==> config.mk <==
export PLATFORM = sky130hd
export DESIGN_NAME = trig_sum_combiner
export DESIGN_NICKNAME = d
export VERILOG_FILES = /design/src/rtl/trig_sum_pkg.sv /design/src/rtl/trig_sum_lut_tree.sv /design/src/rtl/trig_sum_ctrl.sv /design/src/rtl/trig_sum_datapath.sv /design/src/rtl/trig_sum_combiner.sv
export SDC_FILE = /design/constraint.sdc
export NUM_CORES = 1
export LEC_CHECK = 0
export BUFFER_PORTS_ARGS = -buffer_cell sky130_fd_sc_hd__buf_2
export CORE_MARGIN = 2
export CORE_UTILIZATION = 41
export DETAILED_ROUTE_END_ITERATION = 10
export PLACE_DENSITY = 0.64
export SYNTH_ARGS = -nofsm -noshare
export SYNTH_HDL_FRONTEND = slang
export SYNTH_HIERARCHICAL = 1
export SYNTH_SLANG_ARGS = --single-unit
==> constraint.sdc <==
create_clock -name clk -period 7.98 [get_ports clk]
set_clock_uncertainty 0.15 [all_clocks]
set_input_delay 0.399 -clock clk [delete_from_list [all_inputs] [get_ports clk]]
set_output_delay 0.399 -clock clk [all_outputs]
set_load 0.1 [all_outputs]
==> src/rtl/trig_sum_pkg.sv <==
package trig_sum_pkg;

  localparam int CFG_WORD_W = 32;
  localparam int SEL_W      = 8;
  localparam int LUT_IN     = 4;
  localparam int LUT_BITS   = 1 << LUT_IN;
  localparam int SUM_KINDS  = 3;

  typedef enum logic [1:0] {
    SUM_CAPTURE = 2'd0,
    SUM_HIT     = 2'd1,
    SUM_ELSE    = 2'd2
  } sum_kind_e;

  typedef struct packed {
    logic                  shift;
    logic [SEL_W-1:0]      chain;
    logic [CFG_WORD_W-1:0] word;
  } cfg_strobe_t;

endpackage

==> src/rtl/trig_sum_lut_tree.sv <==
module trig_sum_lut_tree
  import trig_sum_pkg::*;
#(
  parameter int NUM_FLAGS = 16
) (
  input  logic [NUM_FLAGS/LUT_IN*LUT_BITS + (1 << (NUM_FLAGS/LUT_IN)) - 1:0] tableBits,
  input  logic [NUM_FLAGS-1:0] flags,
  output logic                 result
);

  localparam int GROUPS  = NUM_FLAGS / LUT_IN;
  localparam int ROOT_W  = 1 << GROUPS;
  localparam int CHAIN_W = GROUPS * LUT_BITS + ROOT_W;

  logic [GROUPS-1:0] leafOut;
  logic [ROOT_W-1:0] rootTable;

  for (genvar g = 0; g < GROUPS; g++) begin : g_leaf
    logic [LUT_BITS-1:0] leafTable;
    logic [LUT_IN-1:0]   leafIdx;
    assign leafTable  = tableBits[g*LUT_BITS +: LUT_BITS];
    assign leafIdx    = flags[g*LUT_IN +: LUT_IN];
    assign leafOut[g] = leafTable[leafIdx];
  end

  assign rootTable = tableBits[CHAIN_W-1 -: ROOT_W];
  assign result    = rootTable[leafOut];

endmodule

==> src/rtl/trig_sum_ctrl.sv <==
module trig_sum_ctrl
  import trig_sum_pkg::*;
#(
  parameter int NUM_CHAINS = 9
) (
  input  logic                  clk,
  input  logic                  rstN,
  input  logic                  cfgSelValid,
  input  logic [SEL_W-1:0]      cfgSelIdx,
  input  logic                  cfgDataValid,
  input  logic [CFG_WORD_W-1:0] cfgData,
  output cfg_strobe_t           strobe
);

  localparam logic [SEL_W-1:0] NO_CHAIN  = '1;
  localparam logic [SEL_W-1:0] CHAIN_CNT = SEL_W'(NUM_CHAINS);

  logic [SEL_W-1:0] selReg;
  logic [SEL_W-1:0] effChain;

  always_ff @(posedge clk or negedge rstN) begin
    if (!rstN) begin
      selReg <= NO_CHAIN;
    end else if (cfgSelValid) begin
      selReg <= cfgSelIdx;
    end
  end

  // A select arriving with data steers that same word
  assign effChain = cfgSelValid ? cfgSelIdx : selReg;

  always_comb begin
    strobe.shift = cfgDataValid && (effChain < CHAIN_CNT);
    strobe.chain = effChain;
    strobe.word  = cfgData;
  end

endmodule

==> src/rtl/trig_sum_datapath.sv <==
module trig_sum_datapath
  import trig_sum_pkg::*;
#(
  parameter int NUM_FLAGS  = 16,
  parameter int NUM_STATES = 3,
  parameter int STATE_W    = 2
) (
  input  logic                 clk,
  input  logic                 rstN,
  input  cfg_strobe_t          strobe,
  input  logic [NUM_FLAGS-1:0] condFlags,
  input  logic [STATE_W-1:0]   stateIdx,
  output logic [SUM_KINDS-1:0] sums
);

  localparam int GROUPS     = NUM_FLAGS / LUT_IN;
  localparam int ROOT_W     = 1 << GROUPS;
  localparam int CHAIN_W    = GROUPS * LUT_BITS + ROOT_W;
  localparam int NUM_CHAINS = NUM_STATES * SUM_KINDS;

  logic [CHAIN_W-1:0]   chainMem   [NUM_CHAINS];
  logic [CHAIN_W-1:0]   chainNext  [NUM_CHAINS];
  logic [CHAIN_W-1:0]   curTables  [SUM_KINDS];
  logic [SUM_KINDS-1:0] sumComb;
  logic                 stateOk;

  // Table storage: one shift chain per (state, kind)
  for (genvar c = 0; c < NUM_CHAINS; c++) begin : g_chain
    if (CHAIN_W > CFG_WORD_W) begin : g_long
      assign chainNext[c] = {chainMem[c][CHAIN_W-CFG_WORD_W-1:0], strobe.word};
    end else begin : g_short
      assign chainNext[c] = strobe.word[CHAIN_W-1:0];
    end

    always_ff @(posedge clk or negedge rstN) begin
      if (!rstN) begin
        chainMem[c] <= '0;
      end else if (strobe.shift && (strobe.chain == SEL_W'(c))) begin
        chainMem[c] <= chainNext[c];
      end
    end
  end

  // Pick the tables of the active state
  always_comb begin
    stateOk = 1'b0;
    for (int k = 0; k < SUM_KINDS; k++) begin
      curTables[k] = '0;
    end
    for (int s = 0; s < NUM_STATES; s++) begin
      if (stateIdx == STATE_W'(s)) begin
        stateOk = 1'b1;
        for (int k = 0; k < SUM_KINDS; k++) begin
          curTables[k] = chainMem[s*SUM_KINDS + k];
        end
      end
    end
  end

  for (genvar k = 0; k < SUM_KINDS; k++) begin : g_eval
    logic treeOut;
    trig_sum_lut_tree #(
      .NUM_FLAGS(NUM_FLAGS)
    ) u_tree (
      .tableBits(curTables[k]),
      .flags    (condFlags),
      .result   (treeOut)
    );
    assign sumComb[k] = treeOut && stateOk;
  end

  always_ff @(posedge clk or negedge rstN) begin
    if (!rstN) begin
      sums <= '0;
    end else begin
      sums <= sumComb;
    end
  end

endmodule

==> src/rtl/trig_sum_combiner.sv <==
module trig_sum_combiner
  import trig_sum_pkg::*;
#(
  parameter int NUM_FLAGS  = 16,
  parameter int NUM_STATES = 3,
  parameter int STATE_W    = 2
) (
  input  logic                  clk,
  input  logic                  rstN,
  input  logic                  cfgSelValid,
  input  logic [SEL_W-1:0]      cfgSelIdx,
  input  logic                  cfgDataValid,
  input  logic [CFG_WORD_W-1:0] cfgData,
  input  logic [NUM_FLAGS-1:0]  condFlags,
  input  logic [STATE_W-1:0]    stateIdx,
  output logic                  sumCapture,
  output logic                  sumHit,
  output logic                  sumElse
);

  localparam int NUM_CHAINS = NUM_STATES * SUM_KINDS;

  cfg_strobe_t          ctrlStrobe;
  logic [SUM_KINDS-1:0] sumVec;

  trig_sum_ctrl #(
    .NUM_CHAINS(NUM_CHAINS)
  ) u_ctrl (
    .clk         (clk),
    .rstN        (rstN),
    .cfgSelValid (cfgSelValid),
    .cfgSelIdx   (cfgSelIdx),
    .cfgDataValid(cfgDataValid),
    .cfgData     (cfgData),
    .strobe      (ctrlStrobe)
  );

  trig_sum_datapath #(
    .NUM_FLAGS (NUM_FLAGS),
    .NUM_STATES(NUM_STATES),
    .STATE_W   (STATE_W)
  ) u_dp (
    .clk      (clk),
    .rstN     (rstN),
    .strobe   (ctrlStrobe),
    .condFlags(condFlags),
    .stateIdx (stateIdx),
    .sums     (sumVec)
  );

  assign sumCapture = sumVec[SUM_CAPTURE];
  assign sumHit     = sumVec[SUM_HIT];
  assign sumElse    = sumVec[SUM_ELSE];

endmodule

==> impl_metrics.toml <==
[worst_setup_path]
crit_family = "buffers and inverters"
crit_slowest_cell = "buf_4"
path_buf_inv = 2
arrival_ns = 4.82
required_ns = 8.38
crit_fanout = 96
path_common_cell = "and2_1"
worst-path-stages = 12
crit_chain = "buf_6 > nor2b_4 > buf_4 > nand2_1 > o21ai_0 > mux4_1 > mux4_2 > mux2i_1 > and2_1 > o41a_1 > a211oi_2 > and2_1"
reg2regPathDepth = 7
endpoint_kind = "flip-flop"
critical_path_class = "in2reg"
cp-start-kind = "input pin"
slowest_delay_ns = 0.93

[layout]
final_common_cell = "dfrtp_1"
final_cell_area_sq_um = 38100
num_antenna_cells = 0
syn_to_final_growth_pct = 10.8
drive_gt1_share_pct = 33.3
final_cell_mix = "723 x dfrtp_1, 570 x mux2_2, 255 x mux2i_1"
layout.nets = 2602

[clocking]
cts_buffer_depth = 3
cts_made_buffers = 76
cts.sinks = 731
postCtsSetupBuffers = 0
root_buffer = "clkbuf_16"
post_cts_resize_count = 0
clock_latency_ns = 0.63
cts_max_level = 3
clk_pin_slew_ns = 0.06
cts_tree = "built"

[route]
dr.max_layer_used = "met5"
wl_met3_um = 2710
route.met2.wl_um = 38600
dr_total_vias = 20200
wire_per_inst_um = 21.6
ant_nets = 0
met1Wirelength_um = 36400
drtIter0Drc = 1565
drc = 0
first_pass_iters = 5
drt-vias-per-instance = 5.49
postRouteWirelength_um = 79500

[global_routing]
antenna_found_initial = 4
grt_pass1_wl_um = 126000
grt_start_max_net_pins = 191
grt_pass1_vias = 21300
grt_overflow_total = 0
grt_usage_pct = 18.7

[sta]
layout_min_cycle_time_ns = 4.42
slew_headroom_pct = 24.6
hold_violations = 0
fin_crit_sh_pct = 55.4
max_freq_mhz = 226
drv_slew = 0
grt_setup_unrepaired = "false"
final-setup-viol-count = 0
tightest_slew_ns = 1.13
setup-tns-final_ns = 0

[floorplanning]
dieHeight_um = 293
rows = 106
die_x_um = 293
boundaryPins = 65
start_util_pct = 41.3
dieArea_sq_um = 86100
core_area_sq_um = 83300

[power_and_ir_drop]
switchingPower_mw = 1.74
ir_drop_v = 0.000167
clockPowerShare_pct = 48.0
intPower_mw = 6.06
p_sw_share_pct = 22.3
seq_power_share_pct = 48.0
pwr-share-comb_pct = 4.0
power_density_nw_per_um2 = 205
leakagePower_nw = 18.7

[placed_design]
place_hpwl_um = 52100
port_buffers = 64
place_congestion = 0.805
placed_area_sq_um = 35300

[synthesis]
synth-edff-count = 0
yosysWarnings = 6
async_reset_ff_share_pct = 100
synth_top_area_share_pct = 52.7
ys_types = 45
ys_ff_latch = 731
synth.net_count = 2615
synthCells = 2553
ys.flop_type = "dfrtp_1"
synth_area_sq_um = 34400
syn_avg_cell_area_sq_um = 13.5
synthTopCellsByArea = "dfrtp_1 53%, mux2_2 19%, mux2i_1 7.4%"
seq_area_frac_synth_pct = 53.3
yosysTopAreaCell = "dfrtp_1"

[job]
cap_violations = 0

[outcome]
status = "finished clean"

[hold_path]
hold_class = "in2reg"
holdPathStages = 2
[final cells by class]
class | count | area, sq um
Clock inverter | 29 | 450
Clock buffer | 109 | 2230
Sequential cell | 731 | 18300
Tap cell | 1080 | 1350
Timing Repair Buffer | 101 | 659
Multi-Input combinational cell | 1630 | 15100
Fill cell | 7411 | 45200
[metrics by stage]
stage | hold WS [ns] | util, % | power, mW | cells | setup slack, ns
final | 0.0277 | 45.7 | 7.80 | 3680 | 3.56
after global placement | 0.277 | 42.4 | 4.12 | 3533 | 3.06
after global routing | 0.0221 | 45.7 | 8.07 | 3680 | 3.28
after detailed placement | 0.293 | 42.4 | 4.13 | 3533 | 2.92
after floorplan | -0.0466 | - | 3.96 | 2553 | 4.05
after CTS | 0.00227 | 45.7 | 7.90 | 3680 | 3.58
[worst paths after layout]
kind                            slack [ns]                 end                from
worst max-delay path                  3.56        u_dp/sums[0]         stateIdx[1]
worst min-delay path                  0.03  u_dp/chainMem[509]         cfgData[29]
worst max register to register        4.06  u_dp/chainMem[363]    u_ctrl/selReg[6]
worst min register to register        0.34  u_dp/chainMem[546]  u_dp/chainMem[546]
max in group asynchronous             5.17  u_dp/chainMem[254]                rstN
min in group asynchronous             0.20  u_dp/chainMem[617]                rstN
[routing by layer]
layer | vias up | track usage [%]
li1 | 9147 | -
met1 | 10600 | 25.9
met2 | 343 | 31.0
met3 | 115 | 2.55
met4 | 2 | 4.95
met5 | - | 0
[power groups by stage]
| stage | clock network, mW | logic, mW | registers, mW |
|---|---|---|---|
| final | 3.74 | 0.314 | 3.74 |
| after CTS | 3.84 | 0.322 | 3.74 |
| after global routing | 3.99 | 0.344 | 3.74 |
| after floorplan | 0 | 0.150 | 3.81 |
| after detailed placement | 0 | 0.319 | 3.81 |
| after global placement | 0 | 0.310 | 3.81 |
[what timing repair did]
item,CTS,global route
hold buffers,9,0
endpoints found under the hold margin,89,0
endpoints found under the setup margin,0,0
[Yosys cell counts (4+ instances only)]
cell type,instances
a21oi_1,7
a22oi_1,6
and2_1,9
buf_1,4
buf_2,26
buf_4,32
buf_6,20
clkbuf_1,110
dfrtp_1,723
dfstp_2,8
mux2_1,160
mux2_2,570
mux2i_1,255
mux4_1,12
mux4_2,42
nand2_1,249
nand2b_2,4
nand3_1,9
nor2_1,7
nor2b_1,7
nor3_1,5
o21ai_0,240
[kinds of logic (layout without fill, tap and decap cells)]
logic type / count (synthesis) / count (layout) / share of synthesized area (%)
AND/OR/NAND/NOR: 313 / 313 / 3.97
AO/OA/AOI/OAI: 272 / 272 / 4.44
buffers and inverters: 192 / 239 / 2.98
multiplexers: 1045 / 1045 / 35.4
flip-flops: 731 / 731 / 53.3
[registers in the layout (all words and copies together) (netlist names)]
register       cells
u_dp/chainMem    720
u_ctrl/selReg      8
u_dp/sums          3
Power figures use the tool's default switching activity.
